`src/rtl/duo_sp_pkg.sv`:
```
package duo_sp_pkg;
  localparam int unsigned NCH      = 2;
  localparam int unsigned SELW     = $clog2(NCH);
  localparam int unsigned MIN_BITS = 3;

  typedef enum logic { DIR_RX = 1'b0, DIR_TX = 1'b1 } dir_e;

  typedef struct packed {
    logic rise;
    logic fall;
  } sedge_t;
endpackage

```
`src/rtl/duo_sp_edge.sv`:
```
module duo_sp_edge
  import duo_sp_pkg::*;
(
  input  logic   clk,
  input  logic   rst_n,
  input  logic   sclk,
  output sedge_t ev
);
  logic sclk_q;

  always_ff @(posedge clk or negedge rst_n) begin
    if (!rst_n) sclk_q <= 1'b0;
    else        sclk_q <= sclk;
  end

  always_comb begin
    ev.rise = sclk & ~sclk_q;
    ev.fall = ~sclk & sclk_q;
  end
endmodule

```
`src/rtl/duo_sp_txlane.sv`:
```
module duo_sp_txlane
  import duo_sp_pkg::*;
#(
  parameter int unsigned DW = 32,
  parameter int unsigned LW = $clog2(DW)
) (
  input  logic          clk,
  input  logic          rst_n,
  input  logic          act,
  input  sedge_t        ev,
  input  logic          fsync,
  input  logic [LW-1:0] wl,
  input  logic          wr_en,
  input  logic [DW-1:0] wr_data,
  output logic          hold_full,
  output logic          bit_o,
  output logic          uflow
);
  logic [DW-1:0] hold_q, hold_d, cur_q, cur_d;
  logic          hfull_q, hfull_d, pend_q, pend_d, busy_q, busy_d;
  logic          bit_q, bit_d, uf_q, uf_d;
  logic [LW-1:0] cnt_q, cnt_d;
  logic          ce;

  assign ce = (act & (ev.rise | ev.fall)) | wr_en;

  always_comb begin
    hold_d  = hold_q;
    cur_d   = cur_q;
    hfull_d = hfull_q;
    pend_d  = pend_q;
    busy_d  = busy_q;
    bit_d   = bit_q;
    uf_d    = uf_q;
    cnt_d   = cnt_q;
    if (act && ev.fall && fsync) pend_d = 1'b1;
    if (act && ev.rise) begin
      if (pend_q) begin
        pend_d = 1'b0;
        busy_d = 1'b1;
        cnt_d  = wl;
        if (hfull_q) begin
          cur_d   = hold_q;
          hfull_d = 1'b0;
          bit_d   = hold_q[wl];
        end else begin
          uf_d  = 1'b1;
          bit_d = cur_q[wl];
        end
      end else if (busy_q) begin
        if (cnt_q == '0) begin
          busy_d = 1'b0;
        end else begin
          cnt_d = cnt_q - 1'b1;
          bit_d = cur_q[cnt_q - 1'b1];
        end
      end
    end
    if (wr_en) begin
      hold_d  = wr_data;
      hfull_d = 1'b1;
    end
  end

  always_ff @(posedge clk or negedge rst_n) begin
    if (!rst_n) begin
      hold_q  <= '0;
      cur_q   <= '0;
      hfull_q <= 1'b0;
      pend_q  <= 1'b0;
      busy_q  <= 1'b0;
      bit_q   <= 1'b0;
      uf_q    <= 1'b0;
      cnt_q   <= '0;
    end else if (ce) begin
      hold_q  <= hold_d;
      cur_q   <= cur_d;
      hfull_q <= hfull_d;
      pend_q  <= pend_d;
      busy_q  <= busy_d;
      bit_q   <= bit_d;
      uf_q    <= uf_d;
      cnt_q   <= cnt_d;
    end
  end

  assign hold_full = hfull_q;
  assign bit_o     = bit_q;
  assign uflow     = uf_q;
endmodule

```
`src/rtl/duo_sp_rxlane.sv`:
```
module duo_sp_rxlane
  import duo_sp_pkg::*;
#(
  parameter int unsigned DW = 32,
  parameter int unsigned LW = $clog2(DW)
) (
  input  logic          clk,
  input  logic          rst_n,
  input  logic          act,
  input  sedge_t        ev,
  input  logic          fsync,
  input  logic          din,
  input  logic [LW-1:0] wl,
  input  logic          rd_en,
  output logic          valid,
  output logic [DW-1:0] data,
  output logic          oflow
);
  logic [DW-2:0] sh_q, sh_d;
  logic [DW-1:0] buf_q, buf_d, word;
  logic [LW-1:0] cnt_q, cnt_d;
  logic          busy_q, busy_d, val_q, val_d, of_q, of_d;
  logic          done, ce;

  assign word = {sh_q, din};
  assign ce   = (act & ev.fall) | rd_en;

  always_comb begin
    sh_d   = sh_q;
    cnt_d  = cnt_q;
    busy_d = busy_q;
    done   = 1'b0;
    if (act && ev.fall) begin
      if (busy_q) begin
        sh_d = word[DW-2:0];
        if (cnt_q == wl) begin
          busy_d = 1'b0;
          done   = 1'b1;
        end else begin
          cnt_d = cnt_q + 1'b1;
        end
      end
      if (fsync) begin
        busy_d = 1'b1;
        cnt_d  = '0;
        sh_d   = '0;
      end
    end
  end

  always_comb begin
    buf_d = buf_q;
    val_d = val_q;
    of_d  = of_q;
    if (rd_en) val_d = 1'b0;
    if (done) begin
      if (val_q && !rd_en) begin
        of_d = 1'b1;
      end else begin
        buf_d = word;
        val_d = 1'b1;
      end
    end
  end

  always_ff @(posedge clk or negedge rst_n) begin
    if (!rst_n) begin
      sh_q   <= '0;
      buf_q  <= '0;
      cnt_q  <= '0;
      busy_q <= 1'b0;
      val_q  <= 1'b0;
      of_q   <= 1'b0;
    end else if (ce) begin
      sh_q   <= sh_d;
      buf_q  <= buf_d;
      cnt_q  <= cnt_d;
      busy_q <= busy_d;
      val_q  <= val_d;
      of_q   <= of_d;
    end
  end

  assign valid = val_q;
  assign data  = buf_q;
  assign oflow = of_q;
endmodule

```
`src/rtl/duo_serial_port.sv`:
```
module duo_serial_port
  import duo_sp_pkg::*;
#(
  parameter int unsigned DW = 32,
  parameter int unsigned LW = $clog2(DW)
) (
  input  logic            clk,
  input  logic            rst_n,
  input  logic            cfg_tx,
  input  logic [NCH-1:0]  cfg_en,
  input  logic [LW-1:0]   cfg_wlen,
  input  logic            sclk,
  input  logic            fsync,
  input  logic            slot_off,
  input  logic [NCH-1:0]  din,
  output logic [NCH-1:0]  dout,
  output logic [NCH-1:0]  doe,
  input  logic            host_req,
  input  logic            host_we,
  input  logic [SELW-1:0] host_sel,
  input  logic [DW-1:0]   host_wdata,
  output logic [DW-1:0]   host_rdata,
  output logic            host_ready,
  output logic [NCH-1:0]  tx_nfull,
  output logic [NCH-1:0]  rx_valid,
  output logic [NCH-1:0]  tx_uflow,
  output logic [NCH-1:0]  rx_oflow
);
  localparam logic [LW-1:0] WL_MIN = LW'(MIN_BITS - 1);

  logic [1:0]     rst_sync_q;
  logic           rst_i_n;
  sedge_t         ev;
  dir_e           dir;
  logic [LW-1:0]  wl_eff;
  logic [NCH-1:0] hfull, rvalid;
  logic [DW-1:0]  rxd [NCH];

  always_ff @(posedge clk or negedge rst_n) begin
    if (!rst_n) rst_sync_q <= 2'b00;
    else        rst_sync_q <= {rst_sync_q[0], 1'b1};
  end
  assign rst_i_n = rst_sync_q[1];

  assign dir    = dir_e'(cfg_tx);
  assign wl_eff = (cfg_wlen < WL_MIN) ? WL_MIN : cfg_wlen;

  duo_sp_edge u_edge (
    .clk   (clk),
    .rst_n (rst_i_n),
    .sclk  (sclk),
    .ev    (ev)
  );

  for (genvar c = 0; c < NCH; c++) begin : g_lane
    logic tx_act, rx_act, wr_en, rd_en, hit;

    assign hit    = (host_sel == SELW'(c));
    assign tx_act = (dir == DIR_TX) & cfg_en[c];
    assign rx_act = (dir == DIR_RX) & cfg_en[c];
    assign wr_en  = host_req & host_we & hit & (dir == DIR_TX) & ~hfull[c];
    assign rd_en  = host_req & ~host_we & hit & (dir == DIR_RX) & rvalid[c];
    assign doe[c] = (dir == DIR_TX) & cfg_en[c] & ~slot_off;

    duo_sp_txlane #(.DW(DW), .LW(LW)) u_tx (
      .clk       (clk),
      .rst_n     (rst_i_n),
      .act       (tx_act),
      .ev        (ev),
      .fsync     (fsync),
      .wl        (wl_eff),
      .wr_en     (wr_en),
      .wr_data   (host_wdata),
      .hold_full (hfull[c]),
      .bit_o     (dout[c]),
      .uflow     (tx_uflow[c])
    );

    duo_sp_rxlane #(.DW(DW), .LW(LW)) u_rx (
      .clk   (clk),
      .rst_n (rst_i_n),
      .act   (rx_act),
      .ev    (ev),
      .fsync (fsync),
      .din   (din[c]),
      .wl    (wl_eff),
      .rd_en (rd_en),
      .valid (rvalid[c]),
      .data  (rxd[c]),
      .oflow (rx_oflow[c])
    );
  end

  assign tx_nfull   = ~hfull;
  assign rx_valid   = rvalid;
  assign host_rdata = rxd[host_sel];
  assign host_ready = host_req & (host_we ? ((dir == DIR_TX) & ~hfull[host_sel])
                                          : ((dir == DIR_RX) & rvalid[host_sel]));
endmodule

```
`config.mk`:
```
export PLATFORM = sky130hd
export DESIGN_NAME = duo_serial_port
export DESIGN_NICKNAME = d
export VERILOG_FILES = /design/src/rtl/duo_sp_pkg.sv /design/src/rtl/duo_sp_edge.sv /design/src/rtl/duo_sp_txlane.sv /design/src/rtl/duo_sp_rxlane.sv /design/src/rtl/duo_serial_port.sv
export SDC_FILE = /design/constraint.sdc
export NUM_CORES = 1
export LEC_CHECK = 0
export BUFFER_PORTS_ARGS = -buffer_cell sky130_fd_sc_hd__buf_2
export CAP_MARGIN = 20
export CORE_MARGIN = 2
export CORE_UTILIZATION = 41
export CTS_CLUSTER_DIAMETER = 80
export DETAILED_ROUTE_END_ITERATION = 6
export SYNTH_ARGS = -nofsm -noshare
export SYNTH_HDL_FRONTEND = slang
export SYNTH_SLANG_ARGS = --single-unit
```
`constraint.sdc`:
```
create_clock -name clk -period 11.4 [get_ports clk]
set_input_delay 1.71 -clock clk [delete_from_list [all_inputs] [get_ports clk]]
set_output_delay 1.71 -clock clk [all_outputs]
set_load 0.02 [all_outputs]
```
## Yosys cells after proc, flatten, opt, wreduce, memory -nomap -nowiden

Cells that the tools add are included.

| word-level totals | value |
|---|---|
| flip-flop bits (word level) | 293 |
| input bits | 50 |
| output and inout port bits | 45 |
| logic and storage cells | 218 |

| operators by class | value |
|---|---|
| add/subtract/negate cells | 4 |
| $lt $le $gt $ge | 6 |
| equality and inequality tests | 6 |
| multiplexer cells | 81 |
| bitwise gates (word level) | 47 |
| reductions and logical operators | 44 |

Operator list:

| operator | count |
|---|---|
| 31-bit two-way mux | 4 |
| 32-bit two-way mux | 3 |
| 5-bit two-way mux | 13 |
| 1-bit two-way mux | 55 |
| 4-bit AND reduction | 8 |
| 1-bit binary-select mux with 5-bit select | 6 |
| 1-bit AND | 29 |
| 3-bit AND reduction | 8 |
| 5-bit by 6-bit < comparator with 1-bit output, second input constant | 3 |
| 2-bit nonzero test | 8 |
| 2-bit AND reduction | 6 |
| 1-bit inverter | 11 |
| 5-bit by 1-bit adder with 5-bit output, second input constant | 2 |
| 5-bit == test | 2 |
| 1-bit logical AND | 10 |
| 5-bit logical NOT | 2 |
| 5-bit by 1-bit subtractor with 5-bit output, second input constant | 2 |
| 5-bit by 2-bit < comparator with 1-bit output, second input constant | 1 |
| 1-bit OR | 5 |
| 2-bit by 1-bit inequality test with 1-bit output, second input constant | 2 |
| 2-bit inequality test, second input constant | 2 |
| 2-bit greater-or-equal comparator, second input constant | 1 |
| 1-bit logical NOT | 2 |
| 1-bit by 2-bit < comparator with 1-bit output, second input constant | 1 |
| 2 further kinds | 2 |

## Longest topological paths before layout

| depth | value |
|---|---|
| depth after elaboration | 9 |
| gate-level depth with buffers | 10 |
| mapped depth without buffers | 8 |

## By module

Synthesis repeated with hierarchy kept, for this count alone.

| unflattened totals | value |
|---|---|
| cells, all modules | 1108 |
| area total of the unflattened synthesis | 13992.2 sq um |

By module, submodules not included:

| module | instances | cells each | area each (sq um) | seq. area each (sq um) |
|---|---|---|---|---|
| duo_sp_txlane | 2 | 258 | 3702.3 | 1851.8 |
| duo_sp_rxlane | 2 | 263 | 2964.1 | 1776.7 |
| duo_serial_port | 1 | 63 | 619.3 | 50.0 |
| duo_sp_edge | 1 | 3 | 40.0 | 25.0 |

## Worst setup path after synthesis

OpenSTA, ideal clock, no wires.

| path | value |
|---|---|
| kind | input to output |
| from | input host_sel |
| to | output host_ready |
| data arrival time | 2.929 ns |
| data required time | 9.690 ns |
| slack | 6.761 ns |
| stages | 5 |
| buffers on the path | 3 |
| cells stage by stage | buf_2 > or3_1 > clkbuf_1 > buf_1 > o211ai_1 |

| between the ends | value |
|---|---|
| longest elaborated chain between the ends | 6 |
| elaborated cells on any way between the ends | 9 |
| classes of those cells | mux: 5; bitwise: 4 |

RTL lines:

| item | RTL line | source |
|---|---|---|
| from (decl) | duo_serial_port.sv:20 | `input logic [SELW-1:0] host_sel,` |
| 1-bit two-way mux (not written as such) (2 in series) | duo_serial_port.sv:97 | `assign host_ready = host_req & (host_we ? ((dir == DIR_TX) & ~hfull[host_sel])` |
| 1-bit inverter | duo_serial_port.sv:97 |  |
| 1-bit AND | duo_serial_port.sv:97 |  |
| 1-bit two-way mux (*) | duo_serial_port.sv:97 |  |
| 1-bit AND (*) | duo_serial_port.sv:97 |  |
| to (decl) | duo_serial_port.sv:23 | `output logic host_ready,` |

Every way passes the cells marked *; elsewhere a longest branch is shown, timed or not. The select of a mux whose other input is x is not followed.

## Worst setup path in the final report

Ends and elaborated chain as after synthesis.

==> results.cfg <==
[critical_path]
cp_max_fo = 37
rr_startpoint = g_lane[1].u_tx.cnt_q[0]
crit_type = in -> out
crit_arrival_ps = 4250
required_ps = 9690
crit_start = host_sel
worst_setup_path_end_kind = primary output
cp-start-kind = input port

[logic_synthesis]
async_reset_ff_frac = 1.00
syn_inst = 1155
ys_seq_elements = 293
synth_top_area_frac = 0.523
synth_area_per_cell_um2 = 12.1
syn_nets = 1213
synth_area_leaders = dfrtp_1, mux2_2, nand2_1
synth_edf_count = 0
syn-cell-area_um2 = 14000
synth_seq_area_share = 0.523
ys_warn_count = 0
yosysTopAreaCell = dfrtp_1
synth_ff_type = dfrtp_1
yosysUniqueCellTypes = 69

[routing]
wl_per_cell_um = 19.9
drtPass1Iterations = 6
ant_nets = 0
drt-vias-per-instance = 5.43
drt_iter0_markers = 690
vias = 9180
drc = 0
totalWireLength_um = 33700

[sta]
period_needed_ps = 5960
timing.final.ws_setup_ps = 5440
max_freq_ghz = 0.168
slew-limit-headroom = 0.307
setup_tns_ps = 0
setup_viol = 0
worst_pin_slew_ps = 1040
hold_viol = 0
slew_viol_final = 0
skew_ps = 16.5
rsz0062_at_grt = no
fin_crit_sh = 0.523
holdWs_ps = 356

[cts]
cts_hold_buf = 0
insertion_delay_ps = 510
postCtsSetupBuffers = 0
clock_path_buffers = 3
cts_sinks = 293
cts-htree-levels = 2
tritoncts = built
cts_root_buffer = clkbuf_16
cts_resized = 0
clkTransAtPathRegs_ps = 60
numCtsBuffers = 35

[grt]
overflow = 0
grt_max_degree = 160
grt_first_pass_wirelength_um = 55100
met1_usage = 0.284
antenna_found_initial = 1
met3_usage = 0.0321
grt_util_all_layers = 0.194
gr-usage-met2 = 0.297
top_usage_layer = met2
grt_pass1_vias = 9530

[job]
drv_cap = 0

[floorplan]
die_area_um2 = 35700
dieHeight_um = 189
die_w_um = 189
row_count = 67
ios = 95
core_um2 = 33600
initial_core_util = 0.417

[pwr]
ir_drop_mv = 0.116
p_sw_mw = 0.841
clkPwrFrac = 0.373
power_frac_comb = 0.180
finalPower_mw = 2.99
seqPwrFrac = 0.447
p_sw_frac = 0.281
leakage_nw = 7.73
intPower_mw = 2.15
powerDensity_nw_per_um2 = 187

[worst_hold_path]
hold_class = reg -> reg
hold_start = rst_sync_q[0]

[cells_and_area]
num-fill-cells = 2981
layout-drive-gt1-share = 0.335
nets = 1275
area_growth_pct = 13.9
n_antenna_cell = 0

[outcome]
status = complete, no violations

[placed_design]
gp_congestion = 0.793
portBuffers = 94
place_hpwl_um = 22300
dpl_worst_slack_ps = 5410
[layout by cell type (no fill, tap or decap), types with 7 or more instances in the layout]
cell	netlist	routed
mux4_2	30	30
mux2i_1	28	28
o21ai_0	23	22
nor3_1	16	16
mux2_2	174	174
nand2_1	199	199
ha_1	8	8
nor2_1	25	21
clkbuf_16	0	37
nand3_1	16	16
nor2b_1	10	10
o211ai_1	7	7
xor2_1	13	13
inv_1	16	16
dfrtp_1	293	292
buf_2	15	94
buf_4	8	12
clkbuf_8	0	8
mux2_4	30	30
a22o_1	32	32
xnor2_1	7	7
a21oi_1	52	52
clkbuf_1	41	10
[state kept, by name, summed over array words and instances (netlist names), 10 cells and up]
signal and flops:
g_lane.u_tx.hold_q 64, g_lane.u_tx.cur_q 64, g_lane.u_tx.cnt_q 10, g_lane.u_rx.data 64, g_lane.u_rx.sh_q 62, g_lane.u_rx.cnt_q 10
[routing by layer]
| metal | up-vias | part of all wire |
|---|---|---|
| li1 | 4235 | - |
| met1 | 4740 | 0.49 |
| met2 | 159 | 0.46 |
| met3 | 44 | 0.036 |
| met4 | 2 | 0.022 |
| met5 | - | 0.00033 |
[cells by family after synthesis]
logic type      count (synthesis)  share of synthesized area
compound gates                168                     0.0849
xor+xnor                       20                     0.0125
fa+ha+maj                       8                    0.00714
buf+inv                       102                     0.0375
flops                         293                      0.523
mux                           264                      0.242
other cells                     1                   0.000268
simple gates                  299                     0.0929
[critical path: stages]
cell      delay, ps
buf_2           680
nand2b_1        190
nor2_2          120
buf_4           370
clkinv_1        620
o211ai_1        330
buf_2           200
[path summary, 6_finish.rpt]
| kind | slack, ps | endpoint | cells past startpoint |
|---|---|---|---|
| setup reg to reg | 8230 | g_lane[1].u_tx.bit_o | 8 |
| setup / recovery | 5440 | host_ready | 7 |
| hold reg to reg | 360 | rst_sync_q[1] | 0 |
| min in group asynchronous | 390 | g_lane[0].u_rx.oflow | 0 |
| hold / removal | 360 | rst_sync_q[1] | 0 |
| max in group asynchronous | 9520 | g_lane[0].u_rx.data[28] | 1 |
[cell usage after synthesis (all sizes together), types with 2 or more instances]
cell type  count
dfrtp        293
mux2         206
nand2        199
a21oi         53
buf           44
clkbuf        41
a22o          32
mux4          30
mux2i         28
nor2          25
o21ai         23
inv           16
nand3         16
nor3          16
xor2          13
nor2b         10
ha             8
o211ai         8
xnor2          7
a211oi         5
nand2b         5
or2            5
a22oi          4
a31oi          4
nor3b          4
o21a           4
o21bai         4
a211o          3
a311oi         3
and2           3
and3           3
o31ai          3
or4b           3
a2111o         2
a2111oi        2
a222oi         2
and3b          2
nand3b         2
nand4          2
o2111ai        2
o221ai         2
or3            2
[final cells by class]
class | count | area, µm² | area share
Sequential cell | 293 | 7340 | 0.459
Inverter | 17 | 63.8 | 0.00400
Clock buffer | 55 | 1070 | 0.0672
Clock inverter | 8 | 92.6 | 0.00580
Multi-Input combinational cell | 760 | 6180 | 0.387
Tap cell | 448 | 561 | 0.0351
Timing Repair Buffer | 110 | 663 | 0.0415
[power by group through the flow]
| stage | clock network (mW) | logic [mW] | registers, mW |
|---|---|---|---|
| after detailed placement | 0 | 0.538 | 1.35 |
| after floorplan | 0 | 0.437 | 1.29 |
| after CTS | 1.14 | 0.542 | 1.34 |
| after global placement | 0 | 0.528 | 1.35 |
| final | 1.11 | 0.538 | 1.34 |
| after global routing | 1.19 | 0.592 | 1.36 |
[metrics by stage]
stage	util	instance area [µm²]	cells
2_1_floorplan	-	14000	1155
3_3_place_gp	0.438	14700	1625
3_5_place_dp	0.439	14700	1626
4_1_cts	0.473	15900	1689
5_1_grt	0.475	16000	1691
6_report	0.475	16000	1691
Power figures use the tool's default switching activity.
